===== config.mk =====
export PLATFORM = sky130hd
export DESIGN_NAME = sinc_decim
export DESIGN_NICKNAME = d
export VERILOG_FILES = /design/src/rtl/sinc_decim_pkg.sv /design/src/rtl/sinc_integ.sv /design/src/rtl/sinc_comb.sv /design/src/rtl/sinc_scale.sv /design/src/rtl/sinc_decim.sv
export SDC_FILE = /design/constraint.sdc
export NUM_CORES = 2
export LEC_CHECK = 0
export BUFFER_PORTS_ARGS = -buffer_cell sky130_fd_sc_hd__buf_2
export CORE_MARGIN = 5
export CORE_UTILIZATION = 70
export DETAILED_ROUTE_END_ITERATION = 16
export PLACE_DENSITY_LB_ADDON = 0.08
export SETUP_SLACK_MARGIN = 0.4
export SLEW_MARGIN = 20
export SYNTH_ARGS = -nofsm -noshare
export SYNTH_HDL_FRONTEND = slang
export SYNTH_SLANG_ARGS = --single-unit

===== constraint.sdc =====
create_clock -name clk_i -period 65.5 [get_ports clk_i]
set_clock_uncertainty 0.1 [all_clocks]
set_input_delay 9.825 -clock clk_i [delete_from_list [all_inputs] [get_ports clk_i]]
set_output_delay 9.825 -clock clk_i [all_outputs]
set_load 0.02 [all_outputs]

===== src/rtl/sinc_decim_pkg.sv =====
package sinc_decim_pkg;
  localparam int ORDER_W       = 4;
  localparam int CODE_W        = 4;
  localparam int RESET_ORDER   = 3;
  localparam int CODE_LOG_BIAS = 2;

  typedef struct packed {
    logic [ORDER_W-1:0] order;
    logic [CODE_W-1:0]  code;
  } sinc_cfg_t;

  function automatic int code_to_log(logic [CODE_W-1:0] code);
    return int'(code) + CODE_LOG_BIAS;
  endfunction
endpackage


===== src/rtl/sinc_integ.sv =====
module sinc_integ
  import sinc_decim_pkg::*;
#(
  parameter int MAX_ORDER = 5,
  parameter int ACC_W     = 42
) (
  input  logic                    clk_i,
  input  logic                    rst_ni,
  input  logic                    clear_i,
  input  logic                    step_i,
  input  logic [ORDER_W-1:0]      order_i,
  input  logic signed [ACC_W-1:0] sample_i,
  output logic signed [ACC_W-1:0] sum_o
);
  logic signed [ACC_W-1:0] chain [MAX_ORDER+1];

  assign chain[0] = sample_i;

  for (genvar k = 0; k < MAX_ORDER; k++) begin : g_stage
    logic signed [ACC_W-1:0] acc_q;
    logic                    act;
    assign act          = int'(order_i) > k;
    // unused stages pass through so the tap is always the last one
    assign chain[k+1]   = act ? acc_q + chain[k] : chain[k];
    always_ff @(posedge clk_i or negedge rst_ni) begin
      if (!rst_ni)             acc_q <= '0;
      else if (clear_i)        acc_q <= '0;
      else if (step_i && act)  acc_q <= chain[k+1];
    end
  end

  assign sum_o = chain[MAX_ORDER];
endmodule


===== src/rtl/sinc_comb.sv =====
module sinc_comb
  import sinc_decim_pkg::*;
#(
  parameter int MAX_ORDER = 5,
  parameter int ACC_W     = 42
) (
  input  logic                    clk_i,
  input  logic                    rst_ni,
  input  logic                    clear_i,
  input  logic                    step_i,
  input  logic [ORDER_W-1:0]      order_i,
  input  logic signed [ACC_W-1:0] data_i,
  output logic signed [ACC_W-1:0] data_o
);
  logic signed [ACC_W-1:0] chain [MAX_ORDER+1];

  assign chain[0] = data_i;

  for (genvar k = 0; k < MAX_ORDER; k++) begin : g_stage
    logic signed [ACC_W-1:0] dly_q;
    logic                    act;
    assign act        = int'(order_i) > k;
    assign chain[k+1] = act ? chain[k] - dly_q : chain[k];
    always_ff @(posedge clk_i or negedge rst_ni) begin
      if (!rst_ni)             dly_q <= '0;
      else if (clear_i)        dly_q <= '0;
      else if (step_i && act)  dly_q <= chain[k];
    end
  end

  assign data_o = chain[MAX_ORDER];
endmodule


===== src/rtl/sinc_scale.sv =====
module sinc_scale
  import sinc_decim_pkg::*;
#(
  parameter int ACC_W = 42,
  parameter int OUT_W = 24
) (
  input  logic [ORDER_W-1:0]      order_i,
  input  logic [CODE_W-1:0]       code_i,
  input  logic signed [ACC_W-1:0] data_i,
  output logic signed [OUT_W-1:0] data_o
);
  localparam int FS_EXP = OUT_W - 1;
  localparam logic signed [ACC_W-1:0] POS_LIM = {{(ACC_W-OUT_W+1){1'b0}}, {(OUT_W-1){1'b1}}};
  localparam logic signed [ACC_W-1:0] NEG_LIM = {{(ACC_W-OUT_W+1){1'b1}}, {(OUT_W-1){1'b0}}};

  int                      gain_exp;
  logic signed [ACC_W-1:0] wide;

  always_comb begin
    gain_exp = int'(order_i) * code_to_log(code_i);
    if (gain_exp >= FS_EXP) wide = data_i >>> (gain_exp - FS_EXP);
    else                    wide = data_i <<< (FS_EXP - gain_exp);
    // only +full scale can exceed the range
    if (wide > POS_LIM)      data_o = POS_LIM[OUT_W-1:0];
    else if (wide < NEG_LIM) data_o = NEG_LIM[OUT_W-1:0];
    else                     data_o = wide[OUT_W-1:0];
  end
endmodule


===== src/rtl/sinc_decim.sv =====
module sinc_decim
  import sinc_decim_pkg::*;
#(
  parameter int MAX_ORDER = 5,
  parameter int MAX_LOG   = 8,
  parameter int OUT_W     = 24
) (
  input  logic               clk_i,
  input  logic               rst_ni,
  input  logic               en_i,
  input  logic [ORDER_W-1:0] order_i,
  input  logic [CODE_W-1:0]  ratio_code_i,
  input  logic               pdm_i,
  input  logic               pdm_valid_i,
  output logic [OUT_W-1:0]   pcm_o,
  output logic               pcm_valid_o
);
  localparam int ACC_W    = MAX_ORDER * MAX_LOG + 2;
  localparam int CNT_W    = MAX_LOG;
  localparam int MAX_CODE = MAX_LOG - CODE_LOG_BIAS;

  sinc_cfg_t               cfg_q;
  logic                    run_q, cfg_ok_q, pcm_vld_q;
  logic [CNT_W-1:0]        cnt_q, cnt_last;
  logic [ORDER_W-1:0]      settle_q;
  logic [OUT_W-1:0]        pcm_q;
  logic                    start, clear, accept, tick, cfg_ok_in, settled;
  logic signed [ACC_W-1:0] sample, integ_sum, comb_out;
  logic signed [OUT_W-1:0] scaled;

  assign start     = en_i & ~run_q;
  assign clear     = ~en_i | start;
  assign cfg_ok_in = (order_i != '0) && (int'(order_i) <= MAX_ORDER) &&
                     (ratio_code_i != '0) && (int'(ratio_code_i) <= MAX_CODE);
  assign cnt_last  = CNT_W'((1 << code_to_log(cfg_q.code)) - 1);
  assign accept    = run_q & en_i & pdm_valid_i & cfg_ok_q;
  assign tick      = accept & (cnt_q == cnt_last);
  assign settled   = settle_q == cfg_q.order;
  assign sample    = pdm_i ? ACC_W'(1) : {ACC_W{1'b1}};

  always_ff @(posedge clk_i or negedge rst_ni) begin
    if (!rst_ni) begin
      run_q    <= 1'b0;
      cfg_q    <= '{order: ORDER_W'(RESET_ORDER), code: '0};
      cfg_ok_q <= 1'b0;
    end else begin
      run_q <= en_i;
      if (start) begin
        cfg_q    <= '{order: order_i, code: ratio_code_i};
        cfg_ok_q <= cfg_ok_in;
      end
    end
  end

  always_ff @(posedge clk_i or negedge rst_ni) begin
    if (!rst_ni) begin
      cnt_q    <= '0;
      settle_q <= '0;
    end else if (clear) begin
      cnt_q    <= '0;
      settle_q <= '0;
    end else if (accept) begin
      cnt_q <= tick ? '0 : cnt_q + 1'b1;
      if (tick && !settled) settle_q <= settle_q + 1'b1;
    end
  end

  always_ff @(posedge clk_i or negedge rst_ni) begin
    if (!rst_ni) begin
      pcm_q     <= '0;
      pcm_vld_q <= 1'b0;
    end else begin
      pcm_vld_q <= tick & settled;
      if (tick && settled) pcm_q <= scaled;
    end
  end

  sinc_integ #(.MAX_ORDER(MAX_ORDER), .ACC_W(ACC_W)) u_integ (
    .clk_i    (clk_i),
    .rst_ni   (rst_ni),
    .clear_i  (clear),
    .step_i   (accept),
    .order_i  (cfg_q.order),
    .sample_i (sample),
    .sum_o    (integ_sum)
  );

  sinc_comb #(.MAX_ORDER(MAX_ORDER), .ACC_W(ACC_W)) u_comb (
    .clk_i   (clk_i),
    .rst_ni  (rst_ni),
    .clear_i (clear),
    .step_i  (tick),
    .order_i (cfg_q.order),
    .data_i  (integ_sum),
    .data_o  (comb_out)
  );

  sinc_scale #(.ACC_W(ACC_W), .OUT_W(OUT_W)) u_scale (
    .order_i (cfg_q.order),
    .code_i  (cfg_q.code),
    .data_i  (comb_out),
    .data_o  (scaled)
  );

  assign pcm_o       = pcm_q;
  assign pcm_valid_o = pcm_vld_q;
endmodule


==> impl_metrics.json <==
{
  "outcome": "finished clean",
  "ys_seq_area_share_pct": 21.62,
  "synthArstFlopShare_pct": 100.0,
  "drt-initial-drc-count": 9650,
  "route.detailed.drc": 0,
  "synth_nets": 7828,
  "synth_area_um2": 54050,
  "setup_slack_ps": 29320,
  "antenna_found_initial": 3,
  "clockBufferDepth": 3,
  "whs_path_depth": 2,
  "final-setup-viol-count": 0,
  "routed_wl_um": 206500,
  "syn_inst": 7359,
  "r2r_slack_ps": 37700,
  "io_pins": 38,
  "core_area_um2": 76960,
  "path_class": "input pin to flip-flop",
  "max_freq_mhz": 27.64,
  "fin_tns_setup_ps": 0,
  "whs_endpoint": "u_integ.g_stage[0].acc_q[6]$_DFFE_PN0P_",
  "crit_top_cell": "ha_1",
  "area_growth_pct": 4.826,
  "first_global_vias": 56882,
  "critPathMaxStageDelay_ps": 800,
  "end_kind": "flip-flop",
  "hold_violations": 0,
  "cts_hold_buf": 0,
  "io_buffers": 37,
  "grt_setup_unrepaired": "false",
  "clkTransAtPathRegs_ps": 60,
  "gr-total-overflow": 0,
  "placedCellCount": 8111,
  "tightest_slew_ps": 1193,
  "nNetsFinal": 7599,
  "cpMaxStageDelayCell": "nor3_1",
  "timing.final.crit_share_pct": 55.24,
  "die_h_um": 287.9,
  "grt_pass1_wl_um": 319300,
  "period_needed_ps": 36180,
  "synth_ff_type": "dfrtp_1",
  "cts_root_buffer": "clkbuf_16",
  "crit_path_max_fanout": 43,
  "synth-edff-count": 0,
  "pre_cts_ws_ps": 29520,
  "ys_warn_count": 0,
  "grt_max_degree": 176,
  "clk_latency_ps": 660,
  "yosysUniqueCellTypes": 132,
  "cts_buffers": 56,
  "gp_congestion": 1.086,
  "grt.total_usage_pct": 47.70,
  "ant_nets": 0,
  "critPathArrivalTime_ps": 36540,
  "firstDrtPassIters": 11,
  "slew_headroom_pct": 20.30,
  "cts_setup_buffers": 0,
  "row_count": 102,
  "ys_seq_elements": 467,
  "hold_path_class": "flip-flop to flip-flop",
  "cts_sinks": 467,
  "post_layout_nonfiller_instances": 8216,
  "required_ps": 65860,
  "htreeDepth": 2,
  "avgSynthCellArea_um2": 7.345,
  "cts-resized-gates": 0,
  "min_from": "u_integ.g_stage[0].acc_q[6]$_DFFE_PN0P_",
  "wl_per_cell_um": 25.14,
  "slew_violations": 0,
  "start_util_pct": 70.24,
  "fp.dieArea_um2": 82880,
  "cts_tree": "yes",
  "fp.dieW_um": 287.9,
  "stdcell_area_um2": 56660,
  "r2r-end": "pcm_o[2]$_DFFE_PN0P_",
  "rr_worst_depth": 100,
  "avgViaCountPerCell": 7.357,
  "final_layout_size_suffix_gt1_share_pct": 6.080,
  "maxCapViolCount": 0,
  "startpoint_type": "input pin",
  "r2r-start": "cfg_q[4]$_DFFE_PN1P_",
  "dpl_cell_area_um2": 54760,
  "detailed_place_hpwl_um": 148400,
  "vias": 60449
}
## how the worst max path moves through the flow
stage	startpoint	endpoint	slack, ps	depth (start not counted)
2_1_floorplan	pdm_i	pcm_o[5]$_DFFE_PN0P_	35530	101
5_1_grt	pdm_i	pcm_o[11]$_DFFE_PN0P_	28230	104
3_3_place_gp	pdm_i	pcm_o[7]$_DFFE_PN0P_	29950	105
3_5_place_dp	pdm_i	pcm_o[19]$_DFFE_PN0P_	29520	103
6_report	pdm_i	pcm_o[2]$_DFFE_PN0P_	29320	102
4_1_cts	pdm_i	pcm_o[19]$_DFFE_PN0P_	30070	105
## layer usage
metal	up-vias	track usage [%]	share of wire, %
li1	26360	-	-
met1	28158	65.09	38
met2	4935	67.02	40
met3	992	17.78	16
met4	4	21.92	5.7
met5	-	0	0.016
## Yosys cell counts, types with 28 or more instances
master	count	share of area [%]
a31oi_1	75	0.87
inv_1	478	3.3
a31o_2	28	0.45
o21bai_1	64	0.89
and3_1	80	0.93
o211ai_1	79	1.1
o21ai_0	582	5.4
nand4_1	66	0.76
or3_1	66	0.76
o21a_1	93	1.3
o31a_1	35	0.57
o22ai_1	54	0.62
xnor2_1	227	3.7
mux2i_1	91	1.7
xor2_1	113	1.8
or2_2	33	0.38
dfrtp_1	465	22
mux2_2	31	0.65
nand2b_1	64	0.74
nand3_1	456	4.2
a211oi_1	90	1.2
ha_1	440	10
nor3_1	169	1.6
o31ai_1	174	2.4
a21o_1	243	3.4
nor2_1	483	3.4
and2_1	56	0.65
nor2b_1	65	0.75
nand2_1	914	6.3
clkbuf_1	312	2.2
a21oi_1	587	5.4
buf_1	62	0.43
## critical path: cells and delay by family
family | cells | cell delay [ps]
compound gates | 36 | 9890
simple gates | 39 | 8860
fa+ha+maj | 10 | 4250
xor+xnor | 10 | 1870
buf+inv | 7 | 1730
## state kept, by name (all words and copies together), names as in the netlist
signal,count
cnt_q,8
u_comb.g_stage.dly_q,210
cfg_ok_q,1
run_q,1
u_integ.g_stage.acc_q,210
cfg_q,8
settle_q,4
pcm_o,24
pcm_valid_o,1
## stage by stage
step	hold WS, ps	utilization (%)
floorplan	366.9	-
global placement	381.6	71.15
detailed placement	391.6	71.16
CTS	406.5	73.56
global route	423.3	73.61
finish	404.8	73.63
## final cells by class
type / instances / area, µm²
clock inverters: 22 / 266.5
flip-flops and latches: 467 / 11690
diodes: 5 / 12.51
multi-input cells: 5995 / 39120
fillers: 5678 / 20290
inverters: 483 / 1813
well taps: 1040 / 1301
clock buffers: 77 / 1582
repair buffers: 127 / 883.3
## cell families (layout without fill, tap and decap cells)
group,after synthesis,in the layout,synth area share (%)
AOI/OAI and AO/OA,2500,2500,30.60
buffers and inverters,897,709,6.451
xor gates and xnor gates,343,343,5.625
DFF,467,467,21.62
adders and majority gates,456,456,10.78
muxes,135,135,2.870
other,0,5,0
and+or+nand+nor,2561,2561,22.05
## cell usage in the layout, fill, tap and decap left out, types with 79 or more instances in the layout
cell and n:
a21oi_1 586, and3_1 80, dfrtp_1 465, nand2_1 906
xor2_1 112, a211oi_1 87, nand3_1 456, ha_1 440
nor2_1 472, o21ai_0 582, a21o_1 242, buf_4 89
nor3_1 167, mux2i_1 91, o21a_1 93, o211ai_1 79
inv_1 477, xnor2_1 224, o31ai_1 173
Power is left out: the tool's default activity adds up to more than one toggle a clock period on the data nets, which glitch-free logic cannot reach.
